**config.mk**
```make
export PLATFORM = sky130hd
export DESIGN_NAME = ld_fwd_check
export DESIGN_NICKNAME = d
export VERILOG_FILES = /design/src/rtl/lsf_pkg.sv /design/src/rtl/lsf_store_q.sv /design/src/rtl/lsf_search.sv /design/src/rtl/lsf_hazard_trk.sv /design/src/rtl/ld_fwd_check.sv
export SDC_FILE = /design/constraint.sdc
export NUM_CORES = 2
export LEC_CHECK = 0
export ABC_CLOCK_PERIOD_IN_PS = 46200
export BUFFER_PORTS_ARGS = -buffer_cell sky130_fd_sc_hd__buf_4
export CELL_PAD_IN_SITES_DETAIL_PLACEMENT = 1
export CELL_PAD_IN_SITES_GLOBAL_PLACEMENT = 1
export CORE_ASPECT_RATIO = 0.5
export CORE_UTILIZATION = 42
export DETAILED_ROUTE_END_ITERATION = 16
export GPL_ROUTABILITY_DRIVEN = 0
export GPL_TIMING_DRIVEN = 0
export PLACE_DENSITY_LB_ADDON = 0.1
export SLEW_MARGIN = 5
export SYNTH_ARGS = -nofsm -noshare
export SYNTH_HDL_FRONTEND = slang
export SYNTH_SLANG_ARGS = --single-unit
export TNS_END_PERCENT = 50
```
**constraint.sdc**
```tcl
create_clock -name clk -period 46.2 [get_ports clk]
set_input_delay 2.31 -clock clk [delete_from_list [all_inputs] [get_ports clk]]
set_output_delay 2.31 -clock clk [all_outputs]
set_load 0.01 [all_outputs]
```
**src/rtl/lsf_pkg.sv**
```systemverilog
package lsf_pkg;

  // Exclusive end of a byte range, one bit wider than the address.
  function automatic logic [32:0] range_end(input logic [31:0] a, input logic [3:0] code);
    return {1'b0, a} + (33'd1 << code);
  endfunction

  // True when range (sa,sc) contains every byte of range (la,lc).
  function automatic logic covers(input logic [31:0] sa, input logic [3:0] sc,
                                  input logic [31:0] la, input logic [3:0] lc);
    return (sa <= la) && (range_end(la, lc) <= range_end(sa, sc));
  endfunction

  // True when the two ranges share at least one byte.
  function automatic logic overlaps(input logic [31:0] sa, input logic [3:0] sc,
                                    input logic [31:0] la, input logic [3:0] lc);
    return ({1'b0, sa} < range_end(la, lc)) && ({1'b0, la} < range_end(sa, sc));
  endfunction

endpackage

```
**src/rtl/lsf_store_q.sv**
```systemverilog
module lsf_store_q #(
  parameter int SQ_DEPTH = 8,
  parameter int ADDR_W   = 32,
  parameter int SZ_W     = 2,
  parameter int DATA_W   = 64,
  parameter int SEQ_W    = 16,
  localparam int SQ_IDX_W = $clog2(SQ_DEPTH)
) (
  input  logic                clk,
  input  logic                rst_n,
  input  logic                alloc_en,
  input  logic [SQ_IDX_W-1:0] alloc_idx,
  input  logic [SEQ_W-1:0]    alloc_seq,
  input  logic [ADDR_W-1:0]   alloc_addr,
  input  logic [SZ_W-1:0]     alloc_size,
  input  logic [DATA_W-1:0]   alloc_data,
  input  logic                wb_en,
  input  logic [SQ_IDX_W-1:0] wb_idx,
  input  logic                free_en,
  input  logic [SQ_IDX_W-1:0] free_idx,
  output logic                q_valid [SQ_DEPTH],
  output logic                q_wb    [SQ_DEPTH],
  output logic [SEQ_W-1:0]    q_seq   [SQ_DEPTH],
  output logic [ADDR_W-1:0]   q_addr  [SQ_DEPTH],
  output logic [SZ_W-1:0]     q_size  [SQ_DEPTH],
  output logic [DATA_W-1:0]   q_data  [SQ_DEPTH]
);

  for (genvar i = 0; i < SQ_DEPTH; i++) begin : g_ent
    always_ff @(posedge clk) begin
      if (!rst_n) begin
        q_valid[i] <= 1'b0;
        q_wb[i]    <= 1'b0;
        q_seq[i]   <= '0;
        q_addr[i]  <= '0;
        q_size[i]  <= '0;
        q_data[i]  <= '0;
      end else if (alloc_en && alloc_idx == SQ_IDX_W'(i)) begin
        q_valid[i] <= 1'b1;
        q_wb[i]    <= 1'b0;
        q_seq[i]   <= alloc_seq;
        q_addr[i]  <= alloc_addr;
        q_size[i]  <= alloc_size;
        q_data[i]  <= alloc_data;
      end else begin
        if (wb_en && wb_idx == SQ_IDX_W'(i))     q_wb[i]    <= 1'b1;
        if (free_en && free_idx == SQ_IDX_W'(i)) q_valid[i] <= 1'b0;
      end
    end
  end

endmodule

```
**src/rtl/lsf_search.sv**
```systemverilog
module lsf_search #(
  parameter int SQ_DEPTH   = 8,
  parameter int ADDR_W     = 32,
  parameter int SZ_W       = 2,
  parameter int DATA_BYTES = 8,
  parameter int SEQ_W      = 16,
  localparam int SQ_IDX_W  = $clog2(SQ_DEPTH),
  localparam int DATA_W    = DATA_BYTES * 8,
  localparam int OFF_W     = $clog2(DATA_BYTES)
) (
  input  logic                q_valid [SQ_DEPTH],
  input  logic                q_wb    [SQ_DEPTH],
  input  logic [SEQ_W-1:0]    q_seq   [SQ_DEPTH],
  input  logic [ADDR_W-1:0]   q_addr  [SQ_DEPTH],
  input  logic [SZ_W-1:0]     q_size  [SQ_DEPTH],
  input  logic [DATA_W-1:0]   q_data  [SQ_DEPTH],
  input  logic [SQ_IDX_W-1:0] ld_sq_idx,
  input  logic [SEQ_W-1:0]    ld_seq,
  input  logic [ADDR_W-1:0]   ld_addr,
  input  logic [SZ_W-1:0]     ld_size,
  output logic                hit,
  output logic                hit_full,
  output logic                hit_wb,
  output logic [SEQ_W-1:0]    hit_seq,
  output logic [DATA_W-1:0]   fwd_data
);

  // Shift store data down to the load's first byte and clear bytes past its size.
  function automatic logic [DATA_W-1:0] align_data(input logic [DATA_W-1:0] d,
                                                   input logic [OFF_W-1:0] off,
                                                   input logic [SZ_W-1:0] code);
    logic [DATA_W-1:0] sh;
    logic [DATA_W-1:0] mask;
    sh   = d >> {off, 3'b000};
    mask = '0;
    for (int b = 0; b < DATA_BYTES; b++)
      if (b < (1 << code)) mask[b*8 +: 8] = 8'hFF;
    return sh & mask;
  endfunction

  logic [SQ_IDX_W-1:0] sel;

  // Backward scan from the load's store position; nearest overlapping older store decides.
  always_comb begin
    logic [SQ_IDX_W-1:0] scan;
    hit = 1'b0;
    sel = '0;
    for (int d = 0; d < SQ_DEPTH; d++) begin
      scan = ld_sq_idx - SQ_IDX_W'(d);
      if (!hit && q_valid[scan] && (q_seq[scan] < ld_seq) &&
          lsf_pkg::overlaps(32'(q_addr[scan]), 4'(q_size[scan]), 32'(ld_addr), 4'(ld_size))) begin
        hit = 1'b1;
        sel = scan;
      end
    end
  end

  assign hit_full = hit && lsf_pkg::covers(32'(q_addr[sel]), 4'(q_size[sel]),
                                           32'(ld_addr), 4'(ld_size));
  assign hit_wb   = q_wb[sel];
  assign hit_seq  = q_seq[sel];
  assign fwd_data = align_data(q_data[sel], OFF_W'(ld_addr - q_addr[sel]), ld_size);

endmodule

```
**src/rtl/lsf_hazard_trk.sv**
```systemverilog
module lsf_hazard_trk #(
  parameter int SEQ_W    = 16,
  parameter int LQ_IDX_W = 3
) (
  input  logic                clk,
  input  logic                rst_n,
  input  logic                stall_set,
  input  logic [SEQ_W-1:0]    stall_store_seq,
  input  logic [LQ_IDX_W-1:0] stall_load_idx,
  input  logic                wb_en,
  input  logic [SEQ_W-1:0]    wb_seq,
  input  logic                refuse_en,
  input  logic [SEQ_W-1:0]    refuse_seq,
  output logic                stall_valid,
  output logic [SEQ_W-1:0]    stall_seq,
  output logic [LQ_IDX_W-1:0] stall_lq_idx,
  output logic                wake_valid,
  output logic [LQ_IDX_W-1:0] wake_lq_idx,
  output logic                blk_valid,
  output logic [SEQ_W-1:0]    blk_seq
);

  logic release_ev;
  logic record_blk;

  assign release_ev = stall_valid && wb_en && (wb_seq == stall_seq);
  assign record_blk = refuse_en && (!blk_valid || refuse_seq < blk_seq);

  always_ff @(posedge clk) begin
    if (!rst_n) begin
      stall_valid  <= 1'b0;
      stall_seq    <= '0;
      stall_lq_idx <= '0;
      wake_valid   <= 1'b0;
      wake_lq_idx  <= '0;
    end else begin
      wake_valid <= release_ev;
      if (release_ev) begin
        stall_valid <= 1'b0;
        wake_lq_idx <= stall_lq_idx;
      end else if (!stall_valid && stall_set) begin
        stall_valid  <= 1'b1;
        stall_seq    <= stall_store_seq;
        stall_lq_idx <= stall_load_idx;
      end
    end
  end

  always_ff @(posedge clk) begin
    if (!rst_n) begin
      blk_valid <= 1'b0;
      blk_seq   <= '0;
    end else if (record_blk) begin
      blk_valid <= 1'b1;
      blk_seq   <= refuse_seq;
    end
  end

  // a wake pulse follows the stall being dropped
  p_wake_on_release_r9: assert property (@(posedge clk) disable iff (!rst_n)
    wake_valid |-> (!stall_valid && $past(stall_valid)));

  // a held stall keeps its recorded store
  p_stall_held_r5: assert property (@(posedge clk) disable iff (!rst_n)
    (stall_valid && $past(stall_valid)) |-> (stall_seq == $past(stall_seq)));

  // the recorded blocked load never becomes younger
  p_blk_oldest_r8: assert property (@(posedge clk) disable iff (!rst_n)
    (blk_valid && $past(blk_valid)) |-> (blk_seq <= $past(blk_seq)));

endmodule

```
**src/rtl/ld_fwd_check.sv**
```systemverilog
module ld_fwd_check #(
  parameter int SQ_DEPTH   = 8,
  parameter int LQ_DEPTH   = 8,
  parameter int ADDR_W     = 32,
  parameter int DATA_BYTES = 8,
  parameter int SEQ_W      = 16,
  localparam int SQ_IDX_W  = $clog2(SQ_DEPTH),
  localparam int LQ_IDX_W  = $clog2(LQ_DEPTH),
  localparam int DATA_W    = DATA_BYTES * 8,
  localparam int SZ_W      = $clog2($clog2(DATA_BYTES) + 1)
) (
  input  logic                clk,
  input  logic                rst_n,
  input  logic                st_alloc_en,
  input  logic [SQ_IDX_W-1:0] st_alloc_idx,
  input  logic [SEQ_W-1:0]    st_alloc_seq,
  input  logic [ADDR_W-1:0]   st_alloc_addr,
  input  logic [SZ_W-1:0]     st_alloc_size,
  input  logic [DATA_W-1:0]   st_alloc_data,
  input  logic                st_wb_en,
  input  logic [SQ_IDX_W-1:0] st_wb_idx,
  input  logic                st_free_en,
  input  logic [SQ_IDX_W-1:0] st_free_idx,
  input  logic                ld_valid,
  input  logic [LQ_IDX_W-1:0] ld_lq_idx,
  input  logic [SQ_IDX_W-1:0] ld_sq_idx,
  input  logic [SEQ_W-1:0]    ld_seq,
  input  logic [ADDR_W-1:0]   ld_addr,
  input  logic [SZ_W-1:0]     ld_size,
  input  logic                ld_uncached,
  input  logic                ld_at_commit,
  input  logic [LQ_IDX_W-1:0] lq_head,
  output logic                res_fwd,
  output logic [DATA_W-1:0]   res_data,
  output logic                res_replay,
  output logic                res_resched,
  output logic [LQ_IDX_W-1:0] res_lq_idx,
  output logic                cache_req,
  output logic [ADDR_W-1:0]   cache_addr,
  output logic [SZ_W-1:0]     cache_size,
  input  logic                cache_ready,
  output logic                stall_valid,
  output logic [SEQ_W-1:0]    stall_seq,
  output logic [LQ_IDX_W-1:0] stall_lq_idx,
  output logic                wake_valid,
  output logic [LQ_IDX_W-1:0] wake_lq_idx,
  output logic                blk_valid,
  output logic [SEQ_W-1:0]    blk_seq
);

  logic                q_valid [SQ_DEPTH];
  logic                q_wb    [SQ_DEPTH];
  logic [SEQ_W-1:0]    q_seq   [SQ_DEPTH];
  logic [ADDR_W-1:0]   q_addr  [SQ_DEPTH];
  logic [SZ_W-1:0]     q_size  [SQ_DEPTH];
  logic [DATA_W-1:0]   q_data  [SQ_DEPTH];

  lsf_store_q #(.SQ_DEPTH(SQ_DEPTH), .ADDR_W(ADDR_W), .SZ_W(SZ_W),
                .DATA_W(DATA_W), .SEQ_W(SEQ_W)) u_sq (
    .clk(clk), .rst_n(rst_n),
    .alloc_en(st_alloc_en), .alloc_idx(st_alloc_idx), .alloc_seq(st_alloc_seq),
    .alloc_addr(st_alloc_addr), .alloc_size(st_alloc_size), .alloc_data(st_alloc_data),
    .wb_en(st_wb_en), .wb_idx(st_wb_idx), .free_en(st_free_en), .free_idx(st_free_idx),
    .q_valid(q_valid), .q_wb(q_wb), .q_seq(q_seq), .q_addr(q_addr),
    .q_size(q_size), .q_data(q_data)
  );

  logic              hit, hit_full, hit_wb;
  logic [SEQ_W-1:0]  hit_seq;
  logic [DATA_W-1:0] fwd_data;

  lsf_search #(.SQ_DEPTH(SQ_DEPTH), .ADDR_W(ADDR_W), .SZ_W(SZ_W),
               .DATA_BYTES(DATA_BYTES), .SEQ_W(SEQ_W)) u_search (
    .q_valid(q_valid), .q_wb(q_wb), .q_seq(q_seq), .q_addr(q_addr),
    .q_size(q_size), .q_data(q_data),
    .ld_sq_idx(ld_sq_idx), .ld_seq(ld_seq), .ld_addr(ld_addr), .ld_size(ld_size),
    .hit(hit), .hit_full(hit_full), .hit_wb(hit_wb), .hit_seq(hit_seq), .fwd_data(fwd_data)
  );

  // Outcome selection, brought out as named events.
  logic uc_reject, take_resched, take_fwd, take_replay, take_cache;
  assign uc_reject    = ld_uncached && (ld_lq_idx != lq_head || !ld_at_commit);
  assign take_resched = ld_valid && uc_reject;
  assign take_fwd     = ld_valid && !uc_reject && hit && hit_full;
  assign take_replay  = ld_valid && !uc_reject && hit && !hit_full && !hit_wb;
  assign take_cache   = ld_valid && !uc_reject && !take_fwd && !take_replay;

  logic [SEQ_W-1:0] cache_seq;

  always_ff @(posedge clk) begin
    if (!rst_n) begin
      res_fwd     <= 1'b0;
      res_replay  <= 1'b0;
      res_resched <= 1'b0;
      cache_req   <= 1'b0;
      res_data    <= '0;
      res_lq_idx  <= '0;
      cache_addr  <= '0;
      cache_size  <= '0;
      cache_seq   <= '0;
    end else begin
      res_fwd     <= take_fwd;
      res_replay  <= take_replay;
      res_resched <= take_resched;
      cache_req   <= take_cache;
      res_data    <= take_fwd ? fwd_data : '0;
      if (ld_valid) begin
        res_lq_idx <= ld_lq_idx;
        cache_addr <= ld_addr;
        cache_size <= ld_size;
        cache_seq  <= ld_seq;
      end
    end
  end

  lsf_hazard_trk #(.SEQ_W(SEQ_W), .LQ_IDX_W(LQ_IDX_W)) u_haz (
    .clk(clk), .rst_n(rst_n),
    .stall_set(take_replay), .stall_store_seq(hit_seq), .stall_load_idx(ld_lq_idx),
    .wb_en(st_wb_en), .wb_seq(q_seq[st_wb_idx]),
    .refuse_en(cache_req && !cache_ready), .refuse_seq(cache_seq),
    .stall_valid(stall_valid), .stall_seq(stall_seq), .stall_lq_idx(stall_lq_idx),
    .wake_valid(wake_valid), .wake_lq_idx(wake_lq_idx),
    .blk_valid(blk_valid), .blk_seq(blk_seq)
  );

  // never more than one outcome in a cycle
  p_one_outcome_r10: assert property (@(posedge clk) disable iff (!rst_n)
    $onehot0({res_fwd, res_replay, res_resched, cache_req}));

  // no outcome without an issue in the previous cycle
  p_quiet_r10: assert property (@(posedge clk) disable iff (!rst_n)
    !ld_valid |=> !(res_fwd || res_replay || res_resched || cache_req));

  // an uncacheable load not yet at commit is rescheduled
  p_resched_r1: assert property (@(posedge clk) disable iff (!rst_n)
    (ld_valid && ld_uncached && !ld_at_commit) |=> res_resched);

  // a new stall only appears together with a replay
  p_stall_with_replay_r5: assert property (@(posedge clk) disable iff (!rst_n)
    $rose(stall_valid) |-> res_replay);

endmodule

```
# ---- Word-level counts from Yosys, hierarchy flattened
# Cells that the tools add are included.
dict set report op_classes {
  shifts 12
  bitwise_logic 13
  n_lt_le_gt_ge 45
  eq_ne 23
  muxes 154
  n_reduce_logical 111
  addsub 18
}
# operator count
set ops {}
lappend ops {{binary-select mux 32 bit (select 3 bit)} 9}
lappend ops {{two-way mux 32 bit} 18}
lappend ops {{less-than comparator 32 x 33 -> 1 bit} 16}
lappend ops {{binary-select mux 16 bit (select 3 bit)} 10}
lappend ops {{adder 32 x 33 -> 33 bit} 10}
lappend ops {{left shift 1 x 2 -> 33 bit, first input constant} 10}
lappend ops {{two-way mux 16 bit} 20}
lappend ops {{binary-select mux 64 bit (select 3 bit)} 1}
lappend ops {{less-than comparator 16 bit} 9}
lappend ops {{less-than comparator 4 x 32 -> 1 bit, first input constant} 4}
lappend ops {{two-way mux 64 bit} 2}
lappend ops {{logical AND 1 bit} 71}
lappend ops {{AND 64 bit} 1}
lappend ops {{less-than comparator 3 x 32 -> 1 bit, first input constant} 2}
lappend ops {{two-way mux 8 bit} 8}
lappend ops {{right shift 64 x 6 -> 64 bit} 1}
lappend ops {{binary-select mux 2 bit (select 3 bit)} 9}
lappend ops {{two-way mux 1 bit} 42}
lappend ops {{>= comparator 4 bit, second input constant} 10}
lappend ops {{inverter 3 -> 4 bit} 10}
lappend ops {{equality test 3 bit, second input constant} 12}
lappend ops {{two-way mux 2 bit} 18}
lappend ops {{less-or-equal comparator 33 bit} 1}
lappend ops {{less-or-equal comparator 32 bit} 1}
lappend ops {{other kinds (20)} 81}
dict set report word_totals {
  out_inout_bits 146
  elab_cells 440
  ff_bits 1090
  input_bits 191
}

# ---- Depth between registers and ports, before layout
dict set report depth {
  ltp_word 59
  ltp_mapped 84
  ltp_nobuf 60
}

# ---- Hierarchy
# Synthesis repeated with hierarchy kept, for this count alone.
dict set report unflattened {
  hier_cells 9897
  hier_area_um2 89410.8
}
# mod seq_area_each_um2 area_per_inst_um2 instances cells_per_inst
set modules_own_cells {}
lappend modules_own_cells {lsf_search 0.0 49138.4 1 6036}
lappend modules_own_cells {lsf_store_q 18577.8 32989.1 1 3141}
lappend modules_own_cells {ld_fwd_check 2422.3 5181.2 1 467}
lappend modules_own_cells {lsf_hazard_trk 820.8 2102.0 1 253}

# ---- Worst setup path before layout
# Ideal clock, no wire load.
dict set report synth_path {
  path_kind {input to register}
  from {input ld_sq_idx[0]}
  to {register res_data[56]}
  required_time_ps 46132
  cell_stages 79
  slack_ps 27796
  path_buffers 25
  t_arrival_ps 18336
  setup_time_ps 68
  path_cell_list {buf_6 > buf_12 > buf_12 > buf_12 > buf_6 > clkinv_1 > clkbuf_1 > clkbuf_1 > ha_1 > buf_6 > buf_8 > buf_8 > buf_6 > buf_6 > buf_4 > buf_2 > buf_1 > buf_1 > (+43 left out) > a2111oi_4 > buf_2 > xnor2_1 > ha_1 > o21a_1 > o21a_1 > o21a_1 > o21a_1 > o21a_1 > o21ai_0 > o211ai_1 > a221o_1 > a221o_1 > a211oi_1 > nand3_1 > inv_1 > nand3_1 > nor2_1}
}
dict set report synth_via {
  elab_chain_len 56
  elab_cells_between_ends 227
}
# item line_no
set synth_rtl {}
lappend synth_rtl {{start: declaration} ld_fwd_check.sv:26} ;# input logic [SQ_IDX_W-1:0] ld_sq_idx,
lappend synth_rtl {{parallel branches: the longest is 56 deep, another holds adder 32 x 33 -> 33 bit} n/a}
lappend synth_rtl {{end signal: assignment} ld_fwd_check.sv:106} ;# res_data <= take_fwd ? fwd_data : '0;
lappend synth_rtl {{end: declaration} ld_fwd_check.sv:34} ;# output logic [DATA_W-1:0] res_data,
# Parallel ways; which one is timed is not known. The select of a mux whose other input is x is not followed.
# A chain may end at the register's enable or synchronous reset.

# ---- Worst setup path after layout
dict set report layout_path {
  from {input ld_sq_idx[0]}
  to {register u_haz.stall_seq[15]}
}
dict set report layout_via {
  elab_chain_len 59
  elab_cells_between_ends 231
}
# item line_no
set layout_rtl {}
lappend layout_rtl {{parallel branches: the longest is 59 deep, another holds adder 32 x 33 -> 33 bit} n/a}
lappend layout_rtl {{end signal: assignment} lsf_hazard_trk.sv:43} ;# stall_seq <= stall_store_seq;
lappend layout_rtl {{end: declaration} lsf_hazard_trk.sv:15} ;# output logic [SEQ_W-1:0] stall_seq,
# Parallel ways; which one is timed is not known. The select of a mux whose other input is x is not followed.

==> impl_metrics.env <==
export IMPL_antenna_found_initial=47
export IMPL_fin_worst_skew_ns=0.0413
export IMPL_drt_vias_per_instance=6.51
export IMPL_wirelength_um=464000
export IMPL_synth_cells=10594
export IMPL_wirelength_met1_um=181000
export IMPL_grt_pass1_vias=86498
export IMPL_track_usage_pct=42.5
export IMPL_critPathSlowestCell="a2111oi_2"
export IMPL_drv_cap=12
export IMPL_period_minus_slack_ns=31.38
export IMPL_ant_nets=0
export IMPL_layout_drive_gt1_share_pct=12.2
export IMPL_synth_async_reset_ratio_pct=0
export IMPL_ys_flop_type="dfxtp_1"
export IMPL_clock_sinks=1090
export IMPL_hold_path_depth=2
export IMPL_met2WireLength_um=189000
export IMPL_cts_tree="yes"
export IMPL_root_buffer="clkbuf_16"
export IMPL_holdCritPathClass="reg2reg"
export IMPL_yosysWarningCount=0
export IMPL_hold_violations=0
export IMPL_syn_area_mm2=0.0876
export IMPL_clock_latency_ns=0.78
export IMPL_crit_fanout=10
export IMPL_power_leakage_nw=38.9
export IMPL_core_area_mm2=0.207
export IMPL_ir_drop_v=0.0000311
export IMPL_final_cell_mix="nand2_1 (2927), a21oi_1 (1164), dfxtp_1 (1090)"
export IMPL_nets=11870
export IMPL_postCtsHoldBufs=0
export IMPL_cts_resized=0
export IMPL_path_clk_slew_ns=0.08
export IMPL_relSlewSlack_pct=-5.18
export IMPL_syn_area_per_cell_um2=8.27
export IMPL_setup_slack_ns=14.82
export IMPL_yosysUniqueCellTypes=111
export IMPL_arrival_ns=32.05
export IMPL_io_pin_count=337
export IMPL_start_kind="input port"
export IMPL_rsz0062_at_grt="no"
export IMPL_final_common_cell="nand2_1"
export IMPL_hpwl_um=371000
export IMPL_row_count=118
export IMPL_worstMarginPinSlew_ns=1.58
export IMPL_htree_levels=3
export IMPL_dieArea_mm2=0.210
export IMPL_dp_slack_ns=15.40
export IMPL_grt_pass1_wl_um=641000
export IMPL_numCtsBuffers=105
export IMPL_clockBufferDepth=3
export IMPL_grt_max_degree=17
export IMPL_io_buffers=213
export IMPL_dr_wl_met3_um=63900
export IMPL_rr_worst_depth=55
export IMPL_grt_overflow=0
export IMPL_syn_num_nets=11535
export IMPL_via_count=89906
export IMPL_fmax_mhz=31.9
export IMPL_remaining_drc_errors=0
export IMPL_drt_iter0_drc=11087
export IMPL_powerDensity_mw_per_mm2=29.4
export IMPL_dr_pass1_iters=8
export IMPL_postCtsSetupBuffers=0
export IMPL_critical_path_max_stage_delay_ns=1.31
export IMPL_area_delta_synth_final_pct=10.4
export IMPL_fin_setup_tns_ns=0
export IMPL_setup_viol=0
export IMPL_top_layer="met5"
export IMPL_ys_seq_area_share_pct=24.9
export IMPL_die_h_um=325
export IMPL_end_kind="register"
export IMPL_slew_violations=86
export IMPL_synth_edf_count=0
export IMPL_status="complete, but fails checks"
export IMPL_crit_type="in2reg"
export IMPL_start_util_pct=42.3
export IMPL_min_period_over_period_pct=67.9
export IMPL_yosys_register_bits=1090
export IMPL_die_w_um=648
export IMPL_avgRoutedWirePerCell_um=33.6
export IMPL_required_ns=46.87
export IMPL_violations="capacitance limit, slew limit"
==> Yosys cell counts, drive strengths merged, types with 37 or more instances <==
library cell	n	area [um2]
nor3	81	420
a21o	150	1130
mux4	459	10400
inv	263	987
a31oi	47	309
nand2	2928	11000
a211oi	87	701
ha	739	9250
and2	41	257
xnor2	220	1930
a21oi	1164	5830
nand2b	68	425
and3	52	325
nor4	37	272
o211ai	49	382
xor2	99	867
nor2	317	1190
nor2b	70	438
o21ai	196	992
nand3	209	1050
buf	345	2240
mux2	132	1490
clkbuf	433	1660
nand4	133	838
mux2i	775	7760
dfxtp	1090	21800
==> cells by family (layout without fill, tap and decap cells) <==
group	after synthesis	count (layout)	synth area share [%]
AO/OA/AOI/OAI	1981	1981	13.6
XOR/XNOR	319	319	3.20
adder cells (fa/ha/maj)	750	750	10.8
buffers and inverters	1042	1466	5.58
flip-flops	1090	1090	24.9
multiplexers	1366	1366	22.4
other	0	29	0
AND/OR/NAND/NOR	4046	4046	19.6
==> routing by layer <==
layer | track usage (%) | up-vias
met1 | 53.4 | 44934
met2 | 61.1 | 5398
met3 | 18.2 | 1307
met4 | 23.1 | 22
li1 | - | 38245
met5 | 1.22 | -
==> path summary, 6_finish.rpt <==
kind                                       start                   to  slack [ns]
worst max-delay path                ld_sq_idx[0]  u_haz.stall_seq[15]       14.82
worst min-delay path            u_sq.q_data[172]     u_sq.q_data[172]        0.45
worst max register to register    u_sq.q_size[5]  u_haz.stall_seq[15]       22.35
worst min register to register  u_sq.q_data[172]     u_sq.q_data[172]        0.45
==> report_power, final <==
group          internal [mW]  switching [mW]
Sequential             0.961          0.0275
Combinational          0.275           0.613
Clock                  0.527           0.441
==> per-stage QoR <==
step | cell area (um2) | hold WS (ns) | power, mW | cells | utilization, %
2_1_floorplan | 87600 | 0.432 | 1.50 | 10594 | -
3_3_place_gp | 92600 | 0.440 | 1.83 | 13567 | 44.7
3_5_place_dp | 92900 | 0.445 | 1.85 | 13582 | 44.9
4_1_cts | 96600 | 0.454 | 2.80 | 13778 | 46.7
5_1_grt | 96700 | 0.469 | 2.90 | 13794 | 46.7
6_report | 96700 | 0.450 | 2.84 | 13807 | 46.7
==> worst max-delay path, delay by kind of cell <==
kind	cells	cell delay [ns]
AO/OA/AOI/OAI	19	7.34
adder cells (fa/ha/maj)	5	2.05
buffers and inverters	28	14.08
AND/OR/NAND/NOR	17	4.92
multiplexers	2	0.73
XOR/XNOR	2	0.33
==> flip-flops by register name, summed over array words and instances, names as in the netlist, 2 cells and up <==
register            flops
u_sq.q_data           512
u_sq.q_addr           256
u_haz.wake_lq_idx       3
u_sq.q_valid            8
u_sq.q_size            16
u_sq.q_wb               8
res_data               64
res_lq_idx              3
u_sq.q_seq            128
cache_seq              16
u_haz.stall_seq        16
u_haz.stall_lq_idx      3
cache_size              2
u_haz.blk_seq          16
cache_addr             32
==> area by class of cell <==
type | instances | area, um2
fillers | 24980 | 110000
multi-input cells | 8462 | 60900
flip-flops and latches | 1090 | 21800
plain buffers | 778 | 3930
well taps | 2760 | 3450
clock buffers | 146 | 3000
repair buffers | 228 | 1800
inverters | 264 | 991
clock inverters | 50 | 717
diodes | 29 | 72.6
(Power assumes the default switching activity.)
